File: src/rtl/irqsm_pkg.sv
package irqsm_pkg;

  // decoded bus state feeding the pass-through condition
  typedef struct packed {
    logic univ;
    logic addr;
    logic talk;
    logic lstn;
    logic known;
    logic undef;
    logic sec;
    logic accept;
    logic en;
  } cmd_state_t;

  // pass-through set condition, kept here so it reads as one equation
  function automatic logic pt_condition(input cmd_state_t s);
    logic unhandled;
    logic undef_pair;
    unhandled  = (s.univ | (s.addr & (s.talk | s.lstn))) & ~s.known;
    undef_pair = s.undef & s.sec;
    return s.en & s.accept & (unhandled | undef_pair);
  endfunction

endpackage

File: src/rtl/irqsm_pt_decode.sv
module irqsm_pt_decode
  import irqsm_pkg::*;
(
  input  cmd_state_t st,
  output logic       pt_hit
);

  always_comb pt_hit = pt_condition(st);

endmodule

File: src/rtl/irqsm_rd_track.sv
module irqsm_rd_track (
  input  logic clk,
  input  logic rst_n,
  input  logic rd_stb,
  output logic rd_q,
  output logic rd_end
);

  always_ff @(posedge clk or negedge rst_n) begin
    if (!rst_n) rd_q <= 1'b0;
    else        rd_q <= rd_stb;
  end

  // first low cycle after a strobe run: its edge applies the clear
  assign rd_end = rd_q & ~rd_stb;

endmodule

File: src/rtl/irqsm_status_bit.sv
module irqsm_status_bit (
  input  logic clk,
  input  logic rst_n,
  input  logic evt,
  input  logic rd_stb,
  input  logic rd_end,
  output logic stat_q,
  output logic stat_d,
  output logic pend_q
);

  logic pend_d;

  always_comb begin
    stat_d = stat_q | evt;
    pend_d = 1'b0;
    if (rd_end) begin
      stat_d = pend_q | evt;
    end else if (rd_stb) begin
      stat_d = stat_q;
      pend_d = pend_q | evt;
    end
  end

  always_ff @(posedge clk or negedge rst_n) begin
    if (!rst_n) begin
      stat_q <= 1'b0;
      pend_q <= 1'b0;
    end else begin
      stat_q <= stat_d;
      pend_q <= pend_d;
    end
  end

endmodule

File: src/rtl/irqsm_enable_irq.sv
module irqsm_enable_irq #(
  parameter int WIDTH = 8
) (
  input  logic             clk,
  input  logic             rst_n,
  input  logic             wr_stb,
  input  logic [WIDTH-1:0] wr_data,
  input  logic [WIDTH-1:0] stat_d,
  output logic [WIDTH-1:0] en_q,
  output logic             irq
);

  logic [WIDTH-1:0] en_d;

  function automatic logic any_armed(input logic [WIDTH-1:0] s,
                                     input logic [WIDTH-1:0] e);
    return |(s & e);
  endfunction

  always_comb en_d = wr_stb ? wr_data : en_q;

  always_ff @(posedge clk or negedge rst_n) begin
    if (!rst_n) begin
      en_q <= '0;
      irq  <= 1'b0;
    end else begin
      en_q <= en_d;
      irq  <= any_armed(stat_d, en_d);
    end
  end

endmodule

File: src/rtl/irq_stat_mask.sv
module irq_stat_mask
  import irqsm_pkg::*;
#(
  parameter int WIDTH = 8
) (
  input  logic             clk,
  input  logic             rst_n,
  input  logic             rd_stb,
  output logic [WIDTH-1:0] rd_data,
  input  logic             wr_stb,
  input  logic [WIDTH-1:0] wr_data,
  input  logic [WIDTH-2:0] evt_in,
  input  logic             cmd_univ,
  input  logic             cmd_addr,
  input  logic             is_talker,
  input  logic             is_listener,
  input  logic             cmd_self_handled,
  input  logic             prim_undef,
  input  logic             sec_follows,
  input  logic             data_accepted,
  input  logic             pt_enable,
  output logic             irq
);

  localparam int PT_BIT = WIDTH - 1;

  cmd_state_t       cmd_st;
  logic             pt_hit;
  logic             rd_q;
  logic             rd_end;
  logic [WIDTH-1:0] evt_all;
  logic [WIDTH-1:0] stat_all;
  logic [WIDTH-1:0] stat_next;
  logic [WIDTH-1:0] pend_all;
  logic [WIDTH-1:0] en_q;

  assign cmd_st = '{univ: cmd_univ, addr: cmd_addr, talk: is_talker,
                    lstn: is_listener, known: cmd_self_handled,
                    undef: prim_undef, sec: sec_follows,
                    accept: data_accepted, en: pt_enable};

  irqsm_pt_decode u_pt (
    .st     (cmd_st),
    .pt_hit (pt_hit)
  );

  assign evt_all = {pt_hit, evt_in};

  irqsm_rd_track u_rd (
    .clk    (clk),
    .rst_n  (rst_n),
    .rd_stb (rd_stb),
    .rd_q   (rd_q),
    .rd_end (rd_end)
  );

  for (genvar b = 0; b < WIDTH; b++) begin : g_bit
    irqsm_status_bit u_bit (
      .clk    (clk),
      .rst_n  (rst_n),
      .evt    (evt_all[b]),
      .rd_stb (rd_stb),
      .rd_end (rd_end),
      .stat_q (stat_all[b]),
      .stat_d (stat_next[b]),
      .pend_q (pend_all[b])
    );
  end

  irqsm_enable_irq #(.WIDTH(WIDTH)) u_en (
    .clk     (clk),
    .rst_n   (rst_n),
    .wr_stb  (wr_stb),
    .wr_data (wr_data),
    .stat_d  (stat_next),
    .en_q    (en_q),
    .irq     (irq)
  );

  assign rd_data = stat_all;

  // the pass-through flag must land on the top bit of the byte
  initial begin
    if (PT_BIT != WIDTH - 1) $error("pass-through bit misplaced");
  end

endmodule

File: config.mk
export PLATFORM = sky130hd
export DESIGN_NAME = irq_stat_mask
export DESIGN_NICKNAME = d
export VERILOG_FILES = /design/src/rtl/irqsm_pkg.sv /design/src/rtl/irqsm_pt_decode.sv /design/src/rtl/irqsm_rd_track.sv /design/src/rtl/irqsm_status_bit.sv /design/src/rtl/irqsm_enable_irq.sv /design/src/rtl/irq_stat_mask.sv
export SDC_FILE = /design/constraint.sdc
export NUM_CORES = 1
export LEC_CHECK = 0
export ABC_AREA = 1
export BUFFER_PORTS_ARGS = -buffer_cell sky130_fd_sc_hd__buf_2
export CELL_PAD_IN_SITES_DETAIL_PLACEMENT = 0
export CELL_PAD_IN_SITES_GLOBAL_PLACEMENT = 1
export CORE_UTILIZATION = 35
export CTS_BUF_LIST = sky130_fd_sc_hd__clkbuf_4 sky130_fd_sc_hd__clkbuf_8
export CTS_CLUSTER_DIAMETER = 150
export CTS_CLUSTER_SIZE = 24
export DETAILED_ROUTE_END_ITERATION = 7
export PLACE_DENSITY_LB_ADDON = 0.25
export SLEW_MARGIN = 20
export SYNTH_ARGS = -nofsm -noshare
export SYNTH_HDL_FRONTEND = slang
export SYNTH_SLANG_ARGS = --single-unit
File: constraint.sdc
create_clock -name clk -period 1.08 [get_ports clk]
set_clock_uncertainty 0.05 [all_clocks]
set_input_delay 0.054 -clock clk [delete_from_list [all_inputs] [get_ports clk]]
set_output_delay 0.054 -clock clk [all_outputs]
set_load 0.05 [all_outputs]
==> results.cfg <==
[final_layout]
diodes = 0
final_util_pct = 51.04
area_delta_synth_final_pct = 38.73
fillCellCount = 356
nets = 224
layout-drive-gt1-share_pct = 35.05

[setup_path]
r2r_slack_ns = -0.20
critical_path.top_delay_family = simple AND/OR/NAND/NOR gates
rr_startpoint = u_rd.rd_q
reg2reg_to = u_en.irq
path_max_fanout = 5
start_kind = register
crit_required_ns = 1.25
cp_common_cell = nand2_1
reg2reg_depth = 8
cp_slowest_stage_delay_ns = 0.49
cpMaxStageDelayCell = dfrtp_2
crit_buf_inv = 1
endpoint_kind = register
cp_cell_sequence = nand2_4 > nand3b_1 > o211ai_1 > nand2_1 > inv_1 > nand2_1 > nor2_1 > nand2_1
critPathKind = reg -> reg
cp.arrival_ns = 1.45

[run]
max_cap_viol_count = 0

[drt]
drt_first_pass_iters = 4
via_count = 1072
final_antenna_net_count = 0
drc = 0
vias_per_cell = 4.467
drt_iter0_markers = 22
wl_per_cell_um = 10.69
wl_um = 2565

[synthesis]
synth_warnings = 0
post-synth-top-count-cell = nand2_1
synth_ff_type = dfrtp_1
synth-seq-cells = 26
synthAdderAreaFrac_pct = 0
syn_area_sq_um = 1237
synth_compound_area_share_pct = 12.13
synth_top_family_by_area = simple AND/OR/NAND/NOR gates
yosys.area_share.simple_pct = 18.91
synth_nets = 167
synth.top_cell.area_share_pct = 52.58
async_flop_share_pct = 100.0
synth_cell_types = 19
synth_top_cells_by_area = dfrtp_1, nand2_1, inv_1, buf_4, o21a_1
synth_common_cells = nand2_1, dfrtp_1, inv_1
synth_top_area_cell = dfrtp_1
synth.avg_cell_area_sq_um = 8.902
synthXorXnorAreaFrac_pct = 0
yosysSeqAreaShare_pct = 52.58
synthMuxAreaShare_pct = 1.820
synth_edf_count = 0
syn_inst = 139

[timing]
setup_tns_ns = -0.4699
setup_ws_ns = -0.2019
fmax_mhz = 780.1
finalCriticalPeriod_ns = 1.282
rsz0062_at_grt = yes
hold_viol = 6
maxSlewViolCount = 0
setup_viol = 8
slew_headroom_pct = 60.64
hold_slack_ns = -0.07494
tightestPinTransition_ns = 0.5904
fin_crit_sh_pct = 118.7

[pwr]
p_leak_nw = 0.8918
clock_power_share_pct = 19.4
power.density_nw_per_um2 = 1218
pwr-share-seq_pct = 52.2
p_total_w = 0.002091
internal_power_w = 0.001457
pwr-share-comb_pct = 28.4
peakVddDrop_v = 0.0007785
p_sw_share_pct = 30.33
power_switching_w = 0.0006342

[hold_path]
hold_path_end = g_bit[6].u_bit.pend_q
hold_depth = 3
hold_path.class = in -> reg
hp-start = evt_in[6]

[cts]
clk_path_buf_depth = 2
cts_buffers = 3
htree_levels = 1
cts_tree = built
clk_pin_slew_worst_paths_ns = 0.13
clock-sinks = 26
cts_root_buf = clkbuf_4
holdBufCountCts = 8
clock_latency_ns = 0.32

[floorplan]
ioPinCount = 37
die-area_sq_um = 3777
start_util_pct = 36.79
std_cell_rows = 21
core_sq_um = 3363
die_h_um = 61.46
die_w_um = 61.46

[global_route]
antenna_found_initial = 0
gr-total-overflow = 0
grtUsageTotal_pct = 15.95
grt_max_degree = 27
grt_pass1_wl_um = 4284
first_global_vias = 1024

[placed_design]
finalWeightedCongestion = 0.7489
io_buffers = 36
hpwlAfterDp_um = 1828
pre_cts_ws_ns = -0.2213

[status]
violations = negative hold slack, negative setup slack
status = complete, but fails checks
logic make-up (layout without fill, tap and decap cells):
logic type             after synthesis  after routing
and+or+nand+nor                     53             55
buffers and inverters               34             87
DFF                                 26             26
AOI/OAI and AO/OA                   24             24
muxes                                2              2
layout by cell type (no fill, tap or decap), drive strengths merged:
cell type,instances
clkbuf,3
nand2,34
nand3,5
nor2,9
o21a,5
a21oi,6
and2,1
buf,53
nand3b,3
mux2,2
o21ai,8
dfrtp,26
o211ai,5
inv,23
or2,3
dlygate4sd3,8
power by group through the flow:
stage / clock network (W) / logic, W / registers [W]
floorplan: 0 / 0.000359 / 0.00110
global placement: 0 / 0.000500 / 0.00110
detailed placement: 0 / 0.000508 / 0.00110
CTS: 0.000431 / 0.000589 / 0.00109
global route: 0.000469 / 0.000658 / 0.00110
finish: 0.000405 / 0.000595 / 0.00109
registers in the layout, summed over array words and instances, names as in the netlist:
signal              cells
u_en.en_q               8
g_bit.u_bit.pend_q      8
g_bit.u_bit.stat_q      8
u_en.irq                1
u_rd.rd_q               1
what timing repair did:
action,4_1_cts,5_1_grt
gates cloned,2,0
pin swaps,3,6
resized for setup,20,10
hold endpoints to repair,40,6
buffers inserted,2,1
setup endpoints to repair,8,14
how the worst max path moves through the flow:
stage              start       end  slack (ns)  cells past startpoint
6_report       u_rd.rd_q  u_en.irq       -0.20                      8
5_1_grt        u_rd.rd_q  u_en.irq       -0.28                      8
4_1_cts        u_rd.rd_q  u_en.irq       -0.20                      8
3_5_place_dp   u_rd.rd_q  u_en.irq       -0.22                      8
3_3_place_gp   u_rd.rd_q  u_en.irq       -0.15                      8
2_1_floorplan  u_rd.rd_q  u_en.irq       -0.06                      8
area by class of cell:
class | count | area [sq um] | share of cell area (%)
tap | 46 | 57.56 | 3.353
clock buffer | 3 | 22.52 | 1.312
inverter | 23 | 86.33 | 5.029
sequential | 26 | 651.9 | 37.97
timing repair buffer | 61 | 459.2 | 26.75
multi-input combinational | 81 | 439.2 | 25.58
layer usage:
layer  global-route usage, %  part of all wire (%)  vias up
li1                        -                     -      543
met1                   19.10                    45      501
met2                   27.48                    49       26
met3                   4.412                   5.2        2
met4                   5.714                  0.74        0
met5                       0                     0        -
stage by stage:
step	area (sq um)	instances
floorplan	1245	139
global placement	1494	224
detailed placement	1494	224
CTS	1692	239
global route	1717	240
finish	1717	240
tightest hold or removal path: stages:
cell and delay, ns:
buf_2 0.09, nor2_1 0.05, nor2_1 0.07
Power figures use the tool's default switching activity.
